--- src/rtl/dma_blk_pkg.sv ---
package dma_blk_pkg;

    typedef enum logic [2:0] {
        ST_IDLE,
        ST_DEVWAIT,
        ST_BUSREQ,
        ST_XFER,
        ST_STEP,
        ST_FINISH
    } seq_state_t;

    // register offsets
    localparam logic [1:0] OFS_ADDR  = 2'd0;
    localparam logic [1:0] OFS_COUNT = 2'd1;
    localparam logic [1:0] OFS_CMD   = 2'd2;
    localparam logic [1:0] OFS_STAT  = 2'd3;

    // command bits
    localparam int CMD_TODEV   = 0;
    localparam int CMD_FROMDEV = 1;

    // status bits
    localparam int STB_IDLE = 0;
    localparam int STB_DONE = 1;
    localparam int STB_ERR  = 2;
    localparam int STB_OVR  = 3;

endpackage

--- src/rtl/dma_addr_cnt.sv ---
module dma_addr_cnt #(
    parameter int ADDR_W = 16,
    parameter int CNT_W  = 16
) (
    input  logic              clk,
    input  logic              rst_n,
    input  logic              ld_addr,
    input  logic [ADDR_W-1:0] ld_addr_val,
    input  logic              ld_cnt,
    input  logic [CNT_W-1:0]  ld_cnt_val,
    input  logic              step,
    output logic [ADDR_W-1:0] cur_addr,
    output logic [CNT_W-1:0]  cur_count,
    output logic              cnt_zero,
    output logic              cnt_last
);

    localparam logic [ADDR_W-1:0] ADDR_ONE = ADDR_W'(1);
    localparam logic [CNT_W-1:0]  CNT_ONE  = CNT_W'(1);

    always_ff @(posedge clk) begin
        if (!rst_n) begin
            cur_addr  <= '0;
            cur_count <= '0;
        end else begin
            if (ld_addr)
                cur_addr <= ld_addr_val;
            else if (step)
                cur_addr <= cur_addr + ADDR_ONE;

            if (ld_cnt)
                cur_count <= ld_cnt_val;
            else if (step)
                cur_count <= cur_count - CNT_ONE;
        end
    end

    assign cnt_zero = (cur_count == '0);
    assign cnt_last = (cur_count == CNT_ONE);

    // each byte moves the address up and the count down by one
    assert_step_update_R8: assert property (@(posedge clk) disable iff (!rst_n)
        step |=> (cur_count == $past(cur_count) - CNT_ONE) &&
                 (cur_addr == $past(cur_addr) + ADDR_ONE));

endmodule

--- src/rtl/dma_ctrl_regs.sv ---
module dma_ctrl_regs
    import dma_blk_pkg::*;
#(
    parameter int ADDR_W = 16,
    parameter int CNT_W  = 16,
    parameter int REG_W  = 32
) (
    input  logic              clk,
    input  logic              rst_n,
    input  logic [1:0]        reg_addr,
    input  logic              reg_wr_en,
    input  logic [REG_W-1:0]  reg_wdata,
    output logic [REG_W-1:0]  reg_rdata,
    input  logic              busy,
    input  logic [ADDR_W-1:0] cur_addr,
    input  logic [CNT_W-1:0]  cur_count,
    input  logic              cnt_zero,
    input  logic              fin_done,
    input  logic              fin_err,
    output logic              ld_addr,
    output logic [ADDR_W-1:0] ld_addr_val,
    output logic              ld_cnt,
    output logic [CNT_W-1:0]  ld_cnt_val,
    output logic              start,
    output logic              cmd_bad,
    output logic              dir_to_dev,
    output logic              irq
);

    logic cmd_wr, stat_wr, dir_ok;
    logic done_q, err_q, ovr_q;
    logic unused_wdata;

    assign cmd_wr  = reg_wr_en && (reg_addr == OFS_CMD);
    assign stat_wr = reg_wr_en && (reg_addr == OFS_STAT);
    assign dir_ok  = reg_wdata[CMD_TODEV] ^ reg_wdata[CMD_FROMDEV];

    assign ld_addr     = reg_wr_en && (reg_addr == OFS_ADDR)  && !busy;
    assign ld_cnt      = reg_wr_en && (reg_addr == OFS_COUNT) && !busy;
    assign ld_addr_val = reg_wdata[ADDR_W-1:0];
    assign ld_cnt_val  = reg_wdata[CNT_W-1:0];
    assign start       = cmd_wr && !busy && dir_ok;
    assign cmd_bad     = cmd_wr && !busy && !dir_ok;
    assign dir_to_dev  = reg_wdata[CMD_TODEV];
    assign unused_wdata = ^reg_wdata;

    always_ff @(posedge clk) begin
        if (!rst_n) begin
            done_q <= 1'b0;
            err_q  <= 1'b0;
            ovr_q  <= 1'b0;
        end else begin
            if (stat_wr) begin
                done_q <= 1'b0;
                err_q  <= 1'b0;
                ovr_q  <= 1'b0;
            end
            if (start || cmd_bad) begin
                done_q <= 1'b0;
                err_q  <= 1'b0;
            end
            if (fin_done) done_q <= 1'b1;
            if (fin_err)  err_q  <= 1'b1;
            if (cmd_wr && busy) ovr_q <= 1'b1;
        end
    end

    assign irq = done_q || err_q;

    always_comb begin
        reg_rdata = '0;
        unique case (reg_addr)
            OFS_ADDR:  reg_rdata[ADDR_W-1:0] = cur_addr;
            OFS_COUNT: reg_rdata[CNT_W-1:0]  = cur_count;
            OFS_CMD:   reg_rdata = '0;
            OFS_STAT: begin
                reg_rdata[STB_IDLE] = !busy;
                reg_rdata[STB_DONE] = done_q;
                reg_rdata[STB_ERR]  = err_q;
                reg_rdata[STB_OVR]  = ovr_q;
            end
            default:   reg_rdata = '0;
        endcase
    end

    // command while busy leaves a sticky overrun flag
    assert_overrun_flag_R11: assert property (@(posedge clk) disable iff (!rst_n)
        (cmd_wr && busy && !stat_wr) |=> ovr_q);

    // done is only posted once the count is exhausted
    assert_done_at_zero_R9: assert property (@(posedge clk) disable iff (!rst_n)
        $rose(done_q) |-> cnt_zero);

    // a status write drops the interrupt on the next edge
    assert_status_clear_R12: assert property (@(posedge clk) disable iff (!rst_n)
        (stat_wr && !fin_done && !fin_err) |=> !irq);

endmodule

--- src/rtl/dma_seq.sv ---
module dma_seq
    import dma_blk_pkg::*;
#(
    parameter int DATA_W = 8
) (
    input  logic              clk,
    input  logic              rst_n,
    input  logic              start,
    input  logic              cmd_bad,
    input  logic              dir_to_dev,
    input  logic              cnt_zero,
    input  logic              cnt_last,
    input  logic              dev_ready,
    input  logic [DATA_W-1:0] dev_rdata,
    input  logic              bus_gnt,
    input  logic              mem_ready,
    input  logic              mem_err,
    input  logic [DATA_W-1:0] mem_rdata,
    output logic              busy,
    output logic              bus_req,
    output logic              mem_valid,
    output logic              mem_we,
    output logic [DATA_W-1:0] mem_wdata,
    output logic              dev_wr,
    output logic              dev_rd,
    output logic [DATA_W-1:0] dev_wdata,
    output logic              step,
    output logic              fin_done,
    output logic              fin_err
);

    seq_state_t        state_q, state_d;
    logic              dir_q;
    logic              err_q;
    logic [DATA_W-1:0] byte_q;

    // next-state
    always_comb begin
        state_d = state_q;
        unique case (state_q)
            ST_IDLE: begin
                if (start)
                    state_d = cnt_zero ? ST_FINISH : ST_DEVWAIT;
                else if (cmd_bad)
                    state_d = ST_FINISH;
            end
            ST_DEVWAIT: if (dev_ready) state_d = ST_BUSREQ;
            ST_BUSREQ:  if (bus_gnt)   state_d = ST_XFER;
            ST_XFER: begin
                if (mem_err)
                    state_d = ST_FINISH;
                else if (mem_ready)
                    state_d = ST_STEP;
            end
            ST_STEP:   state_d = cnt_last ? ST_FINISH : ST_DEVWAIT;
            ST_FINISH: state_d = ST_IDLE;
            default:   state_d = ST_IDLE;
        endcase
    end

    // state and datapath registers
    always_ff @(posedge clk) begin
        if (!rst_n) begin
            state_q <= ST_IDLE;
            dir_q   <= 1'b0;
            err_q   <= 1'b0;
            byte_q  <= '0;
        end else begin
            state_q <= state_d;
            if (state_q == ST_IDLE && (start || cmd_bad)) begin
                dir_q <= dir_to_dev;
                err_q <= cmd_bad;
            end
            if (state_q == ST_XFER && mem_err)
                err_q <= 1'b1;
            if (state_q == ST_BUSREQ && bus_gnt && !dir_q)
                byte_q <= dev_rdata;
            if (state_q == ST_XFER && mem_ready && !mem_err && dir_q)
                byte_q <= mem_rdata;
        end
    end

    // outputs
    always_comb begin
        busy      = (state_q != ST_IDLE);
        bus_req   = (state_q == ST_BUSREQ) || (state_q == ST_XFER);
        mem_valid = (state_q == ST_XFER);
        mem_we    = (state_q == ST_XFER) && !dir_q;
        step      = (state_q == ST_STEP);
        dev_wr    = (state_q == ST_STEP) && dir_q;
        dev_rd    = (state_q == ST_STEP) && !dir_q;
        fin_done  = (state_q == ST_FINISH) && !err_q;
        fin_err   = (state_q == ST_FINISH) && err_q;
        mem_wdata = byte_q;
        dev_wdata = byte_q;
    end

    // request is held until the arbiter answers
    assert_req_held_R5: assert property (@(posedge clk) disable iff (!rst_n)
        (bus_req && !bus_gnt) |=> bus_req);

    // memory is touched only under grant
    assert_access_granted_R5: assert property (@(posedge clk) disable iff (!rst_n)
        mem_valid |-> bus_gnt);

    // device write follows a completed memory read
    assert_devwr_after_read_R6: assert property (@(posedge clk) disable iff (!rst_n)
        dev_wr |-> $past(mem_valid && mem_ready && !mem_we));

    // device pop follows a completed memory write
    assert_devrd_after_write_R7: assert property (@(posedge clk) disable iff (!rst_n)
        dev_rd |-> $past(mem_valid && mem_ready && mem_we));

endmodule

--- src/rtl/dma_block_engine.sv ---
module dma_block_engine
    import dma_blk_pkg::*;
#(
    parameter int ADDR_W = 16,
    parameter int CNT_W  = 16,
    parameter int REG_W  = 32,
    parameter int DATA_W = 8
) (
    input  logic              clk,
    input  logic              rst_n,
    input  logic [1:0]        reg_addr,
    input  logic              reg_wr_en,
    input  logic [REG_W-1:0]  reg_wdata,
    output logic [REG_W-1:0]  reg_rdata,
    output logic              irq,
    output logic              bus_req,
    input  logic              bus_gnt,
    output logic              mem_valid,
    output logic              mem_we,
    output logic [ADDR_W-1:0] mem_addr,
    output logic [DATA_W-1:0] mem_wdata,
    input  logic [DATA_W-1:0] mem_rdata,
    input  logic              mem_ready,
    input  logic              mem_err,
    input  logic              dev_ready,
    input  logic [DATA_W-1:0] dev_rdata,
    output logic              dev_rd,
    output logic [DATA_W-1:0] dev_wdata,
    output logic              dev_wr
);

    logic              busy, start, cmd_bad, dir_to_dev;
    logic              ld_addr, ld_cnt, step;
    logic [ADDR_W-1:0] ld_addr_val, cur_addr;
    logic [CNT_W-1:0]  ld_cnt_val, cur_count;
    logic              cnt_zero, cnt_last;
    logic              fin_done, fin_err;

    dma_ctrl_regs #(.ADDR_W(ADDR_W), .CNT_W(CNT_W), .REG_W(REG_W)) u_regs (
        .clk(clk), .rst_n(rst_n),
        .reg_addr(reg_addr), .reg_wr_en(reg_wr_en), .reg_wdata(reg_wdata),
        .reg_rdata(reg_rdata), .busy(busy),
        .cur_addr(cur_addr), .cur_count(cur_count), .cnt_zero(cnt_zero),
        .fin_done(fin_done), .fin_err(fin_err),
        .ld_addr(ld_addr), .ld_addr_val(ld_addr_val),
        .ld_cnt(ld_cnt), .ld_cnt_val(ld_cnt_val),
        .start(start), .cmd_bad(cmd_bad), .dir_to_dev(dir_to_dev), .irq(irq)
    );

    dma_addr_cnt #(.ADDR_W(ADDR_W), .CNT_W(CNT_W)) u_ctr (
        .clk(clk), .rst_n(rst_n),
        .ld_addr(ld_addr), .ld_addr_val(ld_addr_val),
        .ld_cnt(ld_cnt), .ld_cnt_val(ld_cnt_val),
        .step(step), .cur_addr(cur_addr), .cur_count(cur_count),
        .cnt_zero(cnt_zero), .cnt_last(cnt_last)
    );

    dma_seq #(.DATA_W(DATA_W)) u_seq (
        .clk(clk), .rst_n(rst_n),
        .start(start), .cmd_bad(cmd_bad), .dir_to_dev(dir_to_dev),
        .cnt_zero(cnt_zero), .cnt_last(cnt_last),
        .dev_ready(dev_ready), .dev_rdata(dev_rdata),
        .bus_gnt(bus_gnt), .mem_ready(mem_ready), .mem_err(mem_err),
        .mem_rdata(mem_rdata), .busy(busy), .bus_req(bus_req),
        .mem_valid(mem_valid), .mem_we(mem_we), .mem_wdata(mem_wdata),
        .dev_wr(dev_wr), .dev_rd(dev_rd), .dev_wdata(dev_wdata),
        .step(step), .fin_done(fin_done), .fin_err(fin_err)
    );

    assign mem_addr = cur_addr;

    // an error response freezes address and remaining count
    assert_err_freeze_R10: assert property (@(posedge clk) disable iff (!rst_n)
        (mem_valid && mem_err) |=> (cur_count == $past(cur_count)) &&
                                   (cur_addr == $past(cur_addr)) && !busy == 1'b0);

endmodule

--- config.mk ---
export PLATFORM = sky130hd
export DESIGN_NAME = dma_block_engine
export DESIGN_NICKNAME = d
export VERILOG_FILES = /design/src/rtl/dma_blk_pkg.sv /design/src/rtl/dma_addr_cnt.sv /design/src/rtl/dma_ctrl_regs.sv /design/src/rtl/dma_seq.sv /design/src/rtl/dma_block_engine.sv
export SDC_FILE = /design/constraint.sdc
export NUM_CORES = 1
export LEC_CHECK = 0
export ABC_AREA = 1
export CAP_MARGIN = 20
export CORE_MARGIN = 3
export CORE_UTILIZATION = 41
export CTS_CLUSTER_DIAMETER = 120
export CTS_CLUSTER_SIZE = 8
export DETAILED_ROUTE_END_ITERATION = 8
export GPL_TIMING_DRIVEN = 0
export PLACE_DENSITY = 0.78
export SLEW_MARGIN = 25
export SYNTH_ARGS = -nofsm -noshare
export SYNTH_HDL_FRONTEND = slang
export SYNTH_SLANG_ARGS = --single-unit
--- constraint.sdc ---
create_clock -name clk -period 1.3 [get_ports clk]
set_input_delay 0.26 -clock clk [delete_from_list [all_inputs] [get_ports clk]]
set_output_delay 0.26 -clock clk [all_outputs]
set_load 0.02 [all_outputs]
==> results.json, run 1 <==
{
  "portBuffers": 93,
  "violations": "setup timing",
  "synthCells": 534,
  "drv_cap": 0,
  "hold_viol": 0,
  "cts_hold_buf": 0,
  "num_rows": 32,
  "synth.distinct_cells": 39,
  "cts_root_buf": "clkbuf_8",
  "path_cells": "nor2_4, buf_12, nand2_8, nor3_4, buf_6, nand2_2, o211ai_1, nand2_1, inv_1",
  "cts_max_path_buffers": 2,
  "ys_seq_elements": 48,
  "die_y_um": 97.1,
  "r2r-start": "u_seq.state_q[1]",
  "rsz0062_at_grt": "yes",
  "clkTransAtPathRegs_ns": 0.11,
  "post-dp-hpwl_mm": 8.79,
  "avgSynthCellArea_um2": 6.37,
  "grt_pass1_wl_mm": 22.6,
  "final_cells": 823,
  "hp-start": "reg_addr[1]",
  "worstSkewPairLatency_ns": 0.32,
  "syn-cell-area_mm2": 0.00340,
  "cts_tree": "done",
  "end_kind": "flop",
  "finalWirelength_mm": 17.5,
  "ir_drop_uv": 1070,
  "grt_antenna_before_repair": 0,
  "grt_max_degree": 15,
  "fin_crit_sh_pct": 128,
  "period_needed_ns": 1.66,
  "slew_headroom_pct": 62.5,
  "seqCellArea_mm2": 0.00106,
  "area_growth_pct": 88.1,
  "htreeDepth": 2,
  "worstSetupPathType": "flop to flop",
  "yosysWarnings": 0,
  "cp.arrival_ns": 1.92,
  "power_density_mw_per_mm2": 1810,
  "dr.first_iter.drc_count": 516,
  "mostFrequentLayoutCells": "nand2_1, buf_4, buf_6, inv_1, clkdlybuf4s50_1",
  "pre_cts_slack_ns": -1.26,
  "cts_sinks": 48,
  "die_area_mm2": 0.00943,
  "fmax_mhz": 602,
  "pin_count": 127,
  "die_x_um": 97.1,
  "fin_hold_ws_ns": 0.333,
  "firstDrtPassIters": 5,
  "num-nets-final": 781,
  "viasPerCell": 5.98,
  "startpoint": "u_seq.state_q[1]",
  "core_area_mm2": 0.00789,
  "worst_slew_pin_slew_ns": 0.560,
  "cts-buffers-inserted": 5,
  "crit_slowest_cell": "dfxtp_4",
  "finalWorstSetupSlack_ns": -0.362,
  "critPathTopFamily": "simple AND/OR/NAND/NOR gates",
  "cp_num_buf_inv": 3,
  "drive_gt1_share_pct": 52.8,
  "final_max_slew_viol_count": 0,
  "cp.required_ns": 1.56,
  "max_stage_delay_ns": 0.38,
  "hold_class": "input pin to flop",
  "wl_per_cell_um": 21.2,
  "dp_cells": 744,
  "status": "finished with violations",
  "ant_nets": 0,
  "drc": 0,
  "start_util_pct": 43.1,
  "multi_input_area_mm2": 0.00272,
  "antennaDiodeCount": 0,
  "grt_pass1_vias": 4535,
  "via_count": 4924,
  "critPathMaxFanout": 5,
  "ys_seq_area_share_pct": 28.2,
  "grt_usage_pct": 29.4,
  "p_leak_uw": 0.00277,
  "final_common_cell": "nand2_1",
  "fillCellCount": 438,
  "crit_path_start_kind": "flop",
  "tns_ns": -13.27,
  "clock-skew-final_ns": 0.0149,
  "gr-total-overflow": 0,
  "fin_util_pct": 81.1,
  "finalSetupViolCount": 69,
  "gp_congestion": 0.935
}
==> sequential cells by signal (all words and copies together) (netlist names) <==
name	count
u_ctr.cur_count	16
u_seq.err_q	1
u_seq.dev_wdata	8
u_seq.state_q	3
u_ctr.cur_addr	16
u_regs.err_q	1
u_seq.dir_q	1
u_regs.done_q	1
u_regs.ovr_q	1
==> kinds of logic (layout without fill, tap and decap cells) <==
family                   Yosys count  after routing  share of synthesized area (%)
AND/OR/NAND/NOR                  262            262                           34.6
buffers and inverters            116            288                           17.0
AO/OA/AOI/OAI                     95             95                           16.5
flip-flops                        48             48                           28.2
XOR/XNOR                           8              8                           2.06
adder cells (fa/ha/maj)            4              4                           1.47
other                              1             16                          0.110
==> through the flow <==
| step | instance area, µm² | total power, µW |
|---|---|---|
| 2_1_floorplan | 3650 | 5400 |
| 3_3_place_gp | 4710 | 6610 |
| 3_5_place_dp | 4710 | 6710 |
| 4_1_cts | 5850 | 9490 |
| 5_1_grt | 6400 | 11900 |
| 6_report | 6400 | 11600 |
==> final timing paths <==
kind,cells after the start,to,slack [ns]
setup / recovery,9,u_ctr.cur_addr[12],-0.36
hold / removal,3,u_regs.ovr_q,0.33
hold reg to reg,2,u_seq.dev_wdata[6],0.47
setup reg to reg,9,u_ctr.cur_addr[12],-0.36
==> where the power goes <==
group          switching, µW  internal [µW]  leakage, µW
Sequential               461           1880     0.000416
Combinational           4860           3350      0.00230
Clock                    581            427    0.0000510
==> worst register-to-register path: cells and delay by family (launching register included) <==
family,cells,cell delay [ns]
AO/OA/AOI/OAI,1,0.11
flip-flops,1,0.38
buffers and inverters,3,0.42
AND/OR/NAND/NOR,5,0.71
==> what timing repair did <==
action,in CTS,in global routing
cloned,7,1
gates resized for setup,417,121
pin swaps,56,52
buffers inserted,48,23
endpoints found under the setup margin,100,81
==> per-layer routing <==
layer / vias to the layer above / wire length [µm] / track usage [%]
met5: - / 0 / 0
met4: 0 / 1430 / 16.5
met3: 143 / 1900 / 6.32
met2: 439 / 8140 / 50.7
met1: 2254 / 6010 / 33.5
li1: 2088 / - / -
==> Yosys cell counts (all sizes together) <==
master	instances	share of area [%]
nand2	142	16
inv	76	8.4
nor2	55	7.3
dfxtp	48	28
nand3	46	7.1
buf	35	7.9
o21ai	28	4.1
a21oi	23	3.4
a31oi	13	2.4
o22ai	12	2.2
a22oi	8	1.9
nor3	8	1.7
o211ai	8	1.8
nand4	7	1.3
xor2	7	1.8
clkbuf	4	0.55
ha	4	1.5
or2	3	0.55
o221ai	2	0.51
clkinv	1	0.11
conb	1	0.11
o21bai	1	0.22
or4	1	0.22
xnor2	1	0.26
==> layout make-up <==
| type | instances | share of cell area (%) |
|---|---|---|
| timing repair buffer | 166 | 26.7 |
| clock buffer | 6 | 1.29 |
| buffer | 37 | 5.32 |
| multi-input combinational | 385 | 42.4 |
| inverter | 77 | 5.63 |
| sequential | 48 | 16.5 |
| clock inverter | 2 | 0.156 |
| tap | 102 | 1.99 |
(Power assumes the default switching activity.)
==> run 2: changes to the inputs <==
CAP_MARGIN = default   (was 20)
HOLD_SLACK_MARGIN = 0.05   (was default)
==> results of run 2 <==
Final layout, timing and power as in run 1 (identical DEF).
==> run 3: changes to the inputs <==
CORE_ASPECT_RATIO = 1.25   (was default)
CORE_MARGIN = 1.5   (was 3)
==> run 3 against run 2 <==
  * The flow still finishes with violations (setup timing)
  * Clock power about the same
  * Count of clock-buffer cells in the layout increased by 1
  * Setup slack improved by 0.057 ns
  * Flip-flop and latch count unchanged
  * Hold slack got worse by 0.0041 ns
  * Via count decreased by 4.2%
  * Critical path type is now flop to output port
  * Critical endpoint is now dev_wr
==> results.json, run 3 (synthesis gave the netlist of run 1 again) <==
{
  "gp_congestion": 0.938,
  "via_count": 4718,
  "status": "finished with violations",
  "grt_pass1_wl_mm": 20.5,
  "sw_frac_of_total_pct": 49.9,
  "pwr-share-comb_pct": 67.6,
  "period_needed_ns": 1.60,
  "fin_crit_sh_pct": 123,
  "final_common_cell": "nand2_1",
  "violations": "setup timing",
  "critPathMostFrequentCell": "nor2_4",
  "dr.first_iter.drc_count": 560,
  "cp.arrival_ns": 1.34,
  "crit_slowest_cell": "dfxtp_4",
  "pin_count": 127,
  "ir_drop_uv": 1250,
  "worstSetupPathType": "flop to output port",
  "end_kind": "output port",
  "die_area_mm2": 0.00886,
  "num_rows": 36,
  "grt_pass1_vias": 4284,
  "firstDrtPassIters": 5,
  "mostFrequentLayoutCells": "nand2_1, buf_4, buf_6, clkdlybuf4s50_1, nand3_1",
  "cts_root_buf": "clkbuf_8",
  "power_density_mw_per_mm2": 1710,
  "antennaDiodeCount": 0,
  "drive_gt1_share_pct": 50.0,
  "drv_cap": 0,
  "grt_usage_pct": 28.7,
  "grt_antenna_before_repair": 0,
  "worstSkewPairLatency_ns": 0.32,
  "finalWorstSetupSlack_ns": -0.304,
  "ant_nets": 0,
  "htreeDepth": 2,
  "cts_sinks": 48,
  "critPathMaxFanout": 4,
  "seq_power_share_pct": 22.7,
  "hold_viol": 0,
  "hold_class": "input pin to flop",
  "rsz0062_at_grt": "yes",
  "drc": 0,
  "fin_hold_ws_ns": 0.329,
  "area_growth_pct": 79.4,
  "die_x_um": 84.5,
  "p_switching_uw": 5210,
  "p_leak_uw": 0.00265,
  "num-nets-final": 767,
  "crit_path_start_kind": "flop",
  "max_stage_delay_ns": 0.38,
  "start_util_pct": 42.9,
  "final_max_slew_viol_count": 0,
  "gr-total-overflow": 0,
  "cp.required_ns": 1.04,
  "cts_tree": "done",
  "cts_max_path_buffers": 2,
  "finalSetupViolCount": 65,
  "internal_power_uw": 5240,
  "grt_max_degree": 14,
  "cts-buffers-inserted": 5,
  "finalWirelength_mm": 15.3,
  "clkTransAtPathRegs_ns": 0.09,
  "dpl_cell_area_mm2": 0.00470,
  "wl_per_cell_um": 19.1,
  "viasPerCell": 5.89,
  "post-dp-hpwl_mm": 8.68,
  "clock-skew-final_ns": 0.0154,
  "final_area_mm2": 0.00610,
  "p_clk_share_pct": 9.7,
  "portBuffers": 93,
  "core_area_mm2": 0.00793,
  "path_cells": "nor2_4, nand2_2, buf_8, nor2_4, buf_6",
  "fmax_mhz": 623,
  "fillCellCount": 505,
  "die_y_um": 105
}
run 3: worst max-delay path, delay by kind of cell, from the launching register on:
| family | cells | cell delay, ns |
|---|---|---|
| DFF | 1 | 0.38 |
| and+or+nand+nor | 3 | 0.38 |
| buffers and inverters | 2 | 0.28 |
run 3: layout make-up:
cell class                      count  area [µm²]  share of cell area, %
Inverter                           77         345                   5.66
Buffer                             39         358                   5.86
Clock buffer                        7        96.3                   1.58
Timing Repair Buffer              150        1510                   24.8
Multi-Input combinational cell    385        2610                   42.7
Sequential cell                    48        1070                   17.5
Tap cell                           95         119                   1.95
run 3: timing repair:
item                                    CTS  global route
setup buffers                            37            13
cloned                                    7             0
resized for setup                       390           105
pin swaps                                54            40
hold buffers                              0             0
endpoints found under the setup margin  100            76
run 3: routing by layer:
layer	vias up	routed length, µm	GRT usage [%]	part of all wire, %
li1	2062	-	-	-
met2	334	7640	51.6	50
met5	-	0	0	0
met1	2237	5510	33.6	36
met4	0	872	13.6	5.7
met3	85	1260	3.40	8.2
run 3: final timing paths:
check	start	end	slack [ns]	depth (start not counted)
min reg2reg	u_seq.dev_wdata[7]	u_seq.dev_wdata[7]	0.48	2
max	u_seq.state_q[0]	dev_wr	-0.30	5
max reg2reg	u_ctr.cur_count[2]	u_ctr.cur_count[15]	-0.25	9
min	reg_addr[0]	u_seq.dir_q	0.33	4
run 3: power groups by stage:
| stage | Sequential (µW) | Combinational [µW] | Clock [µW] |
|---|---|---|---|
| finish | 2370 | 7070 | 1010 |
| global route | 2390 | 7420 | 1070 |
| CTS | 2260 | 5920 | 1010 |
| detailed placement | 2150 | 4570 | 0 |
| global placement | 2140 | 4470 | 0 |
| floorplan | 2150 | 3250 | 0 |
run 3: metrics by stage:
step	util [%]	setup slack (ns)	instances	TNS [ns]	power (µW)
floorplan	-	-0.0193	549	-0.174	5400
global placement	59.3	-1.21	737	-43.31	6610
detailed placement	59.3	-1.21	737	-44.37	6720
CTS	71.6	-0.236	788	-5.14	9180
global route	77.0	-0.363	801	-12.25	10900
finish	77.0	-0.304	801	-8.55	10400
